===== src/rtl/pclk_word_pkg.sv =====
package pclk_word_pkg;

  typedef enum logic [2:0] {
    ST_IDLE,
    ST_FREQ,
    ST_CHECK,
    ST_DBL,
    ST_FB1,
    ST_FB2
  } enc_state_t;

  // Two-bit divider code placed next to the program field.
  function automatic logic [1:0] pd_code(input logic [3:0] pd);
    case (pd)
      4'd1:    pd_code = 2'b11;
      4'd2:    pd_code = 2'b10;
      4'd4:    pd_code = 2'b01;
      default: pd_code = 2'b00;
    endcase
  endfunction

endpackage


===== src/rtl/pclk_restoring_div.sv =====
module pclk_restoring_div #(
  parameter int W = 32,
  localparam int CW = $clog2(W)
) (
  input  logic         clk,
  input  logic         rst,
  input  logic         go,
  input  logic [W-1:0] dividend,
  input  logic [W-1:0] divisor,
  output logic         done,
  output logic [W-1:0] quotient
);

  logic          busy;
  logic [CW-1:0] cnt;
  logic [W-1:0]  acc;
  logic [W-1:0]  q;
  logic [W-1:0]  dsr;
  logic [W-1:0]  dvd;
  logic [W:0]    shifted;
  logic [W:0]    diff;
  logic [W-1:0]  acc_nxt;
  logic [W-1:0]  q_nxt;

  always_comb begin
    shifted = {acc, q[W-1]};
    diff    = shifted - {1'b0, dsr};
    if (!diff[W]) begin
      acc_nxt = diff[W-1:0];
      q_nxt   = {q[W-2:0], 1'b1};
    end else begin
      acc_nxt = shifted[W-1:0];
      q_nxt   = {q[W-2:0], 1'b0};
    end
  end

  always_ff @(posedge clk) begin
    if (rst) begin
      busy <= 1'b0;
      done <= 1'b0;
      cnt  <= '0;
      acc  <= '0;
      q    <= '0;
      dsr  <= '0;
      dvd  <= '0;
    end else begin
      done <= 1'b0;
      if (go && !busy) begin
        busy <= 1'b1;
        cnt  <= '0;
        acc  <= '0;
        q    <= dividend;
        dsr  <= divisor;
        dvd  <= dividend;
      end else if (busy) begin
        acc <= acc_nxt;
        q   <= q_nxt;
        if (cnt == CW'(W - 1)) begin
          busy <= 1'b0;
          done <= 1'b1;
        end else begin
          cnt <= cnt + 1'b1;
        end
      end
    end
  end

  assign quotient = q;

  // Quotient and remainder reconstruct the dividend when a division ends.
  assert_div_exact_R5: assert property (@(posedge clk) disable iff (rst)
    (done && dsr != '0) |->
      ((({W'(0), q} * {W'(0), dsr}) + {W'(0), acc}) == {W'(0), dvd}) && (acc < dsr));

  assert_div_pulse_R8: assert property (@(posedge clk) disable iff (rst)
    done |=> !done);

endmodule


===== src/rtl/pclk_word_pack.sv =====
module pclk_word_pack
  import pclk_word_pkg::*;
#(
  parameter int DW = 32,
  parameter int PROG_W = 9,
  parameter int unsigned FB_ADJ = 257,
  localparam int WORD_W = PROG_W + 4
) (
  input  logic [DW-1:0]     fb,
  input  logic [3:0]        pd,
  output logic [WORD_W-1:0] word
);

  logic [DW-1:0] prog_full;

  always_comb begin
    prog_full = fb - DW'(FB_ADJ);
    word      = {2'b11, pd_code(pd), prog_full[PROG_W-1:0]};
  end

endmodule


===== src/rtl/pclk_word_enc.sv =====
module pclk_word_enc
  import pclk_word_pkg::*;
#(
  parameter int DW = 32,
  parameter int PROG_W = 9,
  parameter int unsigned REF_NUM = 100000000,
  parameter int unsigned MAX_F = 15938,
  parameter int unsigned MIN_F = 1000,
  parameter int unsigned DBL_F = 8000,
  parameter int unsigned FB_MULT = 46,
  parameter int unsigned FB_REF = 1432,
  parameter int unsigned FB_SCALE = 1000,
  parameter int unsigned FB_ADJ = 257,
  localparam int WORD_W = PROG_W + 4,
  localparam int PD_W = 4
) (
  input  logic              clk,
  input  logic              rst,
  input  logic              start,
  input  logic [DW-1:0]     period_ps,
  output logic              done,
  output logic              valid,
  output logic              error,
  output logic [WORD_W-1:0] word,
  output logic [PD_W-1:0]   post_div
);

  enc_state_t           st_q;
  logic [DW-1:0]        freq_q;
  logic [PD_W-1:0]      pd_q;
  logic                 div_go;
  logic [DW-1:0]        div_a;
  logic [DW-1:0]        div_b;
  logic                 div_done;
  logic [DW-1:0]        div_q;
  logic [WORD_W-1:0]    packed_word;

  pclk_restoring_div #(.W(DW)) div_i (
    .clk      (clk),
    .rst      (rst),
    .go       (div_go),
    .dividend (div_a),
    .divisor  (div_b),
    .done     (div_done),
    .quotient (div_q)
  );

  pclk_word_pack #(.DW(DW), .PROG_W(PROG_W), .FB_ADJ(FB_ADJ)) pack_i (
    .fb   (div_q),
    .pd   (pd_q),
    .word (packed_word)
  );

  always_ff @(posedge clk) begin
    if (rst) begin
      st_q     <= ST_IDLE;
      freq_q   <= '0;
      pd_q     <= '0;
      div_go   <= 1'b0;
      div_a    <= '0;
      div_b    <= '0;
      done     <= 1'b0;
      valid    <= 1'b0;
      error    <= 1'b0;
      word     <= '0;
      post_div <= '0;
    end else begin
      div_go <= 1'b0;
      done   <= 1'b0;
      valid  <= 1'b0;
      error  <= 1'b0;
      case (st_q)
        ST_IDLE: begin
          if (start) begin
            if (period_ps == '0) begin
              done  <= 1'b1;
              error <= 1'b1;
            end else begin
              div_a  <= DW'(REF_NUM);
              div_b  <= period_ps;
              div_go <= 1'b1;
              st_q   <= ST_FREQ;
            end
          end
        end
        ST_FREQ: begin
          if (div_done) begin
            freq_q <= div_q;
            st_q   <= ST_CHECK;
          end
        end
        ST_CHECK: begin
          if (freq_q > DW'(MAX_F) || freq_q < DW'(MIN_F)) begin
            done  <= 1'b1;
            error <= 1'b1;
            st_q  <= ST_IDLE;
          end else begin
            pd_q <= PD_W'(1);
            st_q <= ST_DBL;
          end
        end
        ST_DBL: begin
          if (freq_q < DW'(DBL_F)) begin
            freq_q <= freq_q << 1;
            pd_q   <= pd_q << 1;
          end else begin
            div_a  <= freq_q * DW'(FB_MULT * FB_SCALE);
            div_b  <= DW'(FB_REF);
            div_go <= 1'b1;
            st_q   <= ST_FB1;
          end
        end
        ST_FB1: begin
          if (div_done) begin
            div_a  <= div_q + DW'(FB_SCALE / 2);
            div_b  <= DW'(FB_SCALE);
            div_go <= 1'b1;
            st_q   <= ST_FB2;
          end
        end
        ST_FB2: begin
          if (div_done) begin
            word     <= packed_word;
            post_div <= pd_q;
            done     <= 1'b1;
            valid    <= 1'b1;
            st_q     <= ST_IDLE;
          end
        end
        default: st_q <= ST_IDLE;
      endcase
    end
  end

  assert_excl_R8: assert property (@(posedge clk) disable iff (rst)
    !(valid && error));

  assert_done_pair_R8: assert property (@(posedge clk) disable iff (rst)
    (valid || error) |-> done);

  assert_done_pulse_R8: assert property (@(posedge clk) disable iff (rst)
    done |=> !done);

  assert_pd_onehot_R4: assert property (@(posedge clk) disable iff (rst)
    valid |-> ($countones(post_div) == 1));

  assert_stop_bits_R6: assert property (@(posedge clk) disable iff (rst)
    valid |-> (word[WORD_W-1 -: 2] == 2'b11));

  assert_err_hold_R2: assert property (@(posedge clk) disable iff (rst)
    error |-> ($stable(word) && $stable(post_div)));

  assert_no_restart_R7: assert property (@(posedge clk) disable iff (rst)
    (st_q != ST_IDLE && start) |=> (st_q != ST_IDLE || $past(done)));

endmodule


===== config.mk =====
export PLATFORM = sky130hd
export DESIGN_NAME = pclk_word_enc
export DESIGN_NICKNAME = d
export VERILOG_FILES = /design/src/rtl/pclk_word_pkg.sv /design/src/rtl/pclk_restoring_div.sv /design/src/rtl/pclk_word_pack.sv /design/src/rtl/pclk_word_enc.sv
export SDC_FILE = /design/constraint.sdc
export NUM_CORES = 1
export LEC_CHECK = 0
export BUFFER_PORTS_ARGS = -buffer_cell sky130_fd_sc_hd__clkbuf_2
export CAP_MARGIN = 10
export CORE_AREA = 4 4 229 231
export DETAILED_ROUTE_END_ITERATION = 8
export DIE_AREA = 0 0 233 235
export SLEW_MARGIN = 30
export SYNTH_ARGS = -nofsm -noshare
export SYNTH_HDL_FRONTEND = slang
export SYNTH_HIERARCHICAL = 1
export SYNTH_SLANG_ARGS = --single-unit
export TNS_END_PERCENT = 10

===== constraint.sdc =====
create_clock -name clk -period 6.05 [get_ports clk]
set_input_delay 0.605 -clock clk [delete_from_list [all_inputs] [get_ports clk]]
set_output_delay 0.605 -clock clk [all_outputs]
set_load 0.01 [all_outputs]

==> impl_metrics.yaml <==
clock_network:
  clock_latency_ps: 560
  tritoncts: "yes"
  postCtsSetupBuffers: 0
  cts_made_buffers: 27
  post_cts.resized_instances: 0
  ctsRootBufferMaster: "sky130_fd_sc_hd__clkbuf_16"
  cts_max_level: 1
  clkTransAtPathRegs_ps: 60
  clock_sink_count: 227
  cts_buffer_depth: 3
  cts.hold.buffers_added: 0
setup_path:
  critical-path-max-stage-delay_ps: 600
  worst_path_max_delay_cell: "sky130_fd_sc_hd__dfxtp_1"
  required_ps: 6490
  crit_chain: "inv_1, fa_1, inv_1, ha_1, inv_1, fa_1, fa_1, fa_1, inv_1, ha_1, nand3_1, a2bb2oi_1, a211oi_2, o311ai_1, a311o_1, mux2_4, o31ai_1, nand2_1"
  start_to_end_type_of_the_worst_setup_path: "flop to flop"
  startpoint_type: "flop"
  critical_path.top_delay_family: "adder cells"
  timing.critical_path.fanout_max: 9
  endpoint_kind: "flop"
  worstPathArrival_ps: 5970
  worstPathBufferInverterCount: 4
logic_synthesis:
  synth_warnings: 6
  netlist.area_leader.share_pct: 25.90
  syn_area_per_cell_um2: 8.314
  synth-edff-count: 0
  ys_types: 81
  synth_area_mm2: 0.01754
  ys_async_sr_fraction_pct: 0
  synth-seq-area-share_pct: 25.90
  postSynth.topFlopCell: "sky130_fd_sc_hd__dfxtp_1"
  synthTopCellsByArea: "sky130_fd_sc_hd__dfxtp_1, sky130_fd_sc_hd__fa_1, sky130_fd_sc_hd__ha_1"
  yosysTopAreaCell: "sky130_fd_sc_hd__dfxtp_1"
  postSynthRegisterBits: 227
  synthCells: 2110
run_status:
  outcome: "completed"
final_layout:
  final_common_cell: "sky130_fd_sc_hd__nand2_1"
  area_delta_synth_final_pct: 10.59
  post_route_cells_drive_above_1_share_pct: 7.591
  final_net_count: 2426
  layoutNonFillerInstCount: 2808
  layout_common_cells: "sky130_fd_sc_hd__nand2_1, sky130_fd_sc_hd__inv_1, sky130_fd_sc_hd__dfxtp_1, sky130_fd_sc_hd__a21oi_1, sky130_fd_sc_hd__nor2_1"
floorplanning:
  floorplan.io_pins: 55
  die-width_um: 233
  start_util_pct: 35.04
  dieArea_mm2: 0.05476
  num_rows: 82
  die_h_um: 235
  coreArea_mm2: 0.05007
worst_hold_path:
  holdCritPathClass: "primary input to flop"
placement:
  finalWeightedCongestion: 0.8867
  dpl.cell_count: 2757
  post-dp-hpwl_um: 34750
  place.port_buffers: 54
route:
  drt_iter0_drc: 1074
  dr_total_vias: 14480
  vias_per_cell: 5.155
  drtAntennaViolNets: 0
  route.final.wire_length_um: 46320
  dr.pass1.iters: 5
  drcViolationCount: 0
  routedWlPerCell_um: 16.50
sta:
  report.final.setup_viol: 0
  fin_hold_viols: 0
  final-max-slew-violation-count: 0
  min_cycle_time_layout_ps: 5532
  worst_clock_skew_ps: 19.68
  fmax_mhz: 180.8
  post-route-period-util_pct: 91.44
  grt_setup_unrepaired: "no"
  timing.slew.headroom_pct: 37.98
  worstMarginPinSlew_ps: 922.6
  fin_tns_setup_ps: 0
global_route:
  via_count_of_the_first_global_routing_pass: 14140
  gr-total-overflow: 0
  pin_count_of_the_biggest_net_entering_global_routing: 111
  antenna_found_initial: 2
  grt_pass1_wl_um: 75760
  grt_use_total_pct: 16.60
run:
  max_cap_violation_count: 0
power:
  p_leak_nw: 8.410
  peakVddDrop_mv: 0.4978
  finalPower_mw: 7.276
  power_density_mw_per_mm2: 375.0
## kinds of logic after synthesis
| logic type | synth area share, % |
|---|---|
| compound gates | 16.48 |
| xor+xnor | 4.600 |
| fa+ha+maj | 24.81 |
| buf+inv | 7.902 |
| flops | 25.90 |
| mux | 3.709 |
| other cells | 0.02138 |
| simple gates | 16.58 |
## where the power goes
group          switching (mW)  internal, mW
clock                   0.678          1.09
sequential              0.186          1.66
combinational            2.15          1.51
## area by class of cell
class                      instances  area, um^2
fill                            5166       30670
multi-input combinational       1535       11650
sequential                       227        4552
inverter                         244       915.9
tap                              672       840.8
clock buffer                      38       797.0
timing repair buffer              79       464.2
clock inverter                    11       172.7
antenna                            2       5.005
## final timing paths
kind | slack (ps) | to | cells past startpoint | startpoint
min | 310 | div_b[27] | 3 | period_ps[27]
min reg2reg | 450 | div_b[17] | 2 | div_b[17]
max reg2reg | 520 | div_a[30] | 18 | freq_q[4]
max | 520 | div_a[30] | 18 | freq_q[4]
## cells in the mapped netlist (4+ instances only)
cell,number
sky130_fd_sc_hd__nand2b_1,8
sky130_fd_sc_hd__nand4b_1,4
sky130_fd_sc_hd__buf_1,6
sky130_fd_sc_hd__nand4_1,18
sky130_fd_sc_hd__and4_1,4
sky130_fd_sc_hd__o211ai_1,19
sky130_fd_sc_hd__xor2_1,33
sky130_fd_sc_hd__a211oi_1,12
sky130_fd_sc_hd__xnor2_1,56
sky130_fd_sc_hd__and2_1,9
sky130_fd_sc_hd__o21a_1,14
sky130_fd_sc_hd__nor2_1,193
sky130_fd_sc_hd__nor2b_1,13
sky130_fd_sc_hd__a22o_1,5
sky130_fd_sc_hd__o31ai_1,4
sky130_fd_sc_hd__a221oi_1,14
sky130_fd_sc_hd__mux2i_1,62
sky130_fd_sc_hd__dfxtp_1,227
sky130_fd_sc_hd__nand3_1,55
sky130_fd_sc_hd__a32oi_1,6
sky130_fd_sc_hd__ha_1,159
sky130_fd_sc_hd__nand2_1,248
sky130_fd_sc_hd__o21ai_0,57
sky130_fd_sc_hd__nor4_1,16
sky130_fd_sc_hd__a21o_1,19
sky130_fd_sc_hd__o21ai_1,10
sky130_fd_sc_hd__a21boi_0,5
sky130_fd_sc_hd__fa_1,118
sky130_fd_sc_hd__or3_1,5
sky130_fd_sc_hd__clkbuf_1,72
sky130_fd_sc_hd__nor3_1,53
sky130_fd_sc_hd__a31oi_1,9
sky130_fd_sc_hd__a311oi_1,33
sky130_fd_sc_hd__buf_6,4
sky130_fd_sc_hd__buf_4,7
sky130_fd_sc_hd__o21bai_1,6
sky130_fd_sc_hd__buf_2,16
sky130_fd_sc_hd__a21oi_1,194
sky130_fd_sc_hd__inv_1,243
sky130_fd_sc_hd__and3_1,13
## flip-flops by register name (all words and copies together), names as in the netlist, 3 cells and up
register and count:
div_a 32, div_b 32, div_i/acc 32, div_i/dsr 32
div_i/quotient 32, freq_q 32, word 13, div_i/cnt 5
pd_q 4, post_div 4, st_q 3
## layer usage
metal  track usage, %  wire [um]  up-vias  part of all wire (%)
met5                0          0        -                     0
met4            3.677       1047        0                   2.3
met1            23.51      21930     6978                    47
li1                 -          -     7162                     -
met2            27.20      21540      273                    47
met3            1.962       1805       63                   3.9
## metrics by stage
step                area, um^2  hold slack, ps  utilization, %  setup slack (ps)
detailed placement       18420           443.8           36.78             518.7
finish                   19400           314.1           38.75             518.0
global route             19400           301.8           38.74             214.1
global placement         18410           436.1           36.76             565.1
floorplan                17550           431.6               -             923.2
CTS                      19390           281.4           38.72             522.2
## worst register-to-register path, cell delays in order, from the launching register on
cell	delay [ps]
sky130_fd_sc_hd__dfxtp_1	600
sky130_fd_sc_hd__inv_1	240
sky130_fd_sc_hd__fa_1	550
sky130_fd_sc_hd__inv_1	40
sky130_fd_sc_hd__ha_1	190
sky130_fd_sc_hd__inv_1	70
sky130_fd_sc_hd__fa_1	420
sky130_fd_sc_hd__fa_1	470
sky130_fd_sc_hd__fa_1	540
sky130_fd_sc_hd__inv_1	40
sky130_fd_sc_hd__ha_1	350
sky130_fd_sc_hd__nand3_1	120
sky130_fd_sc_hd__a2bb2oi_1	380
sky130_fd_sc_hd__a211oi_2	170
sky130_fd_sc_hd__o311ai_1	360
sky130_fd_sc_hd__a311o_1	290
sky130_fd_sc_hd__mux2_4	310
sky130_fd_sc_hd__o31ai_1	230
sky130_fd_sc_hd__nand2_1	70
Power figures use the tool's default switching activity.
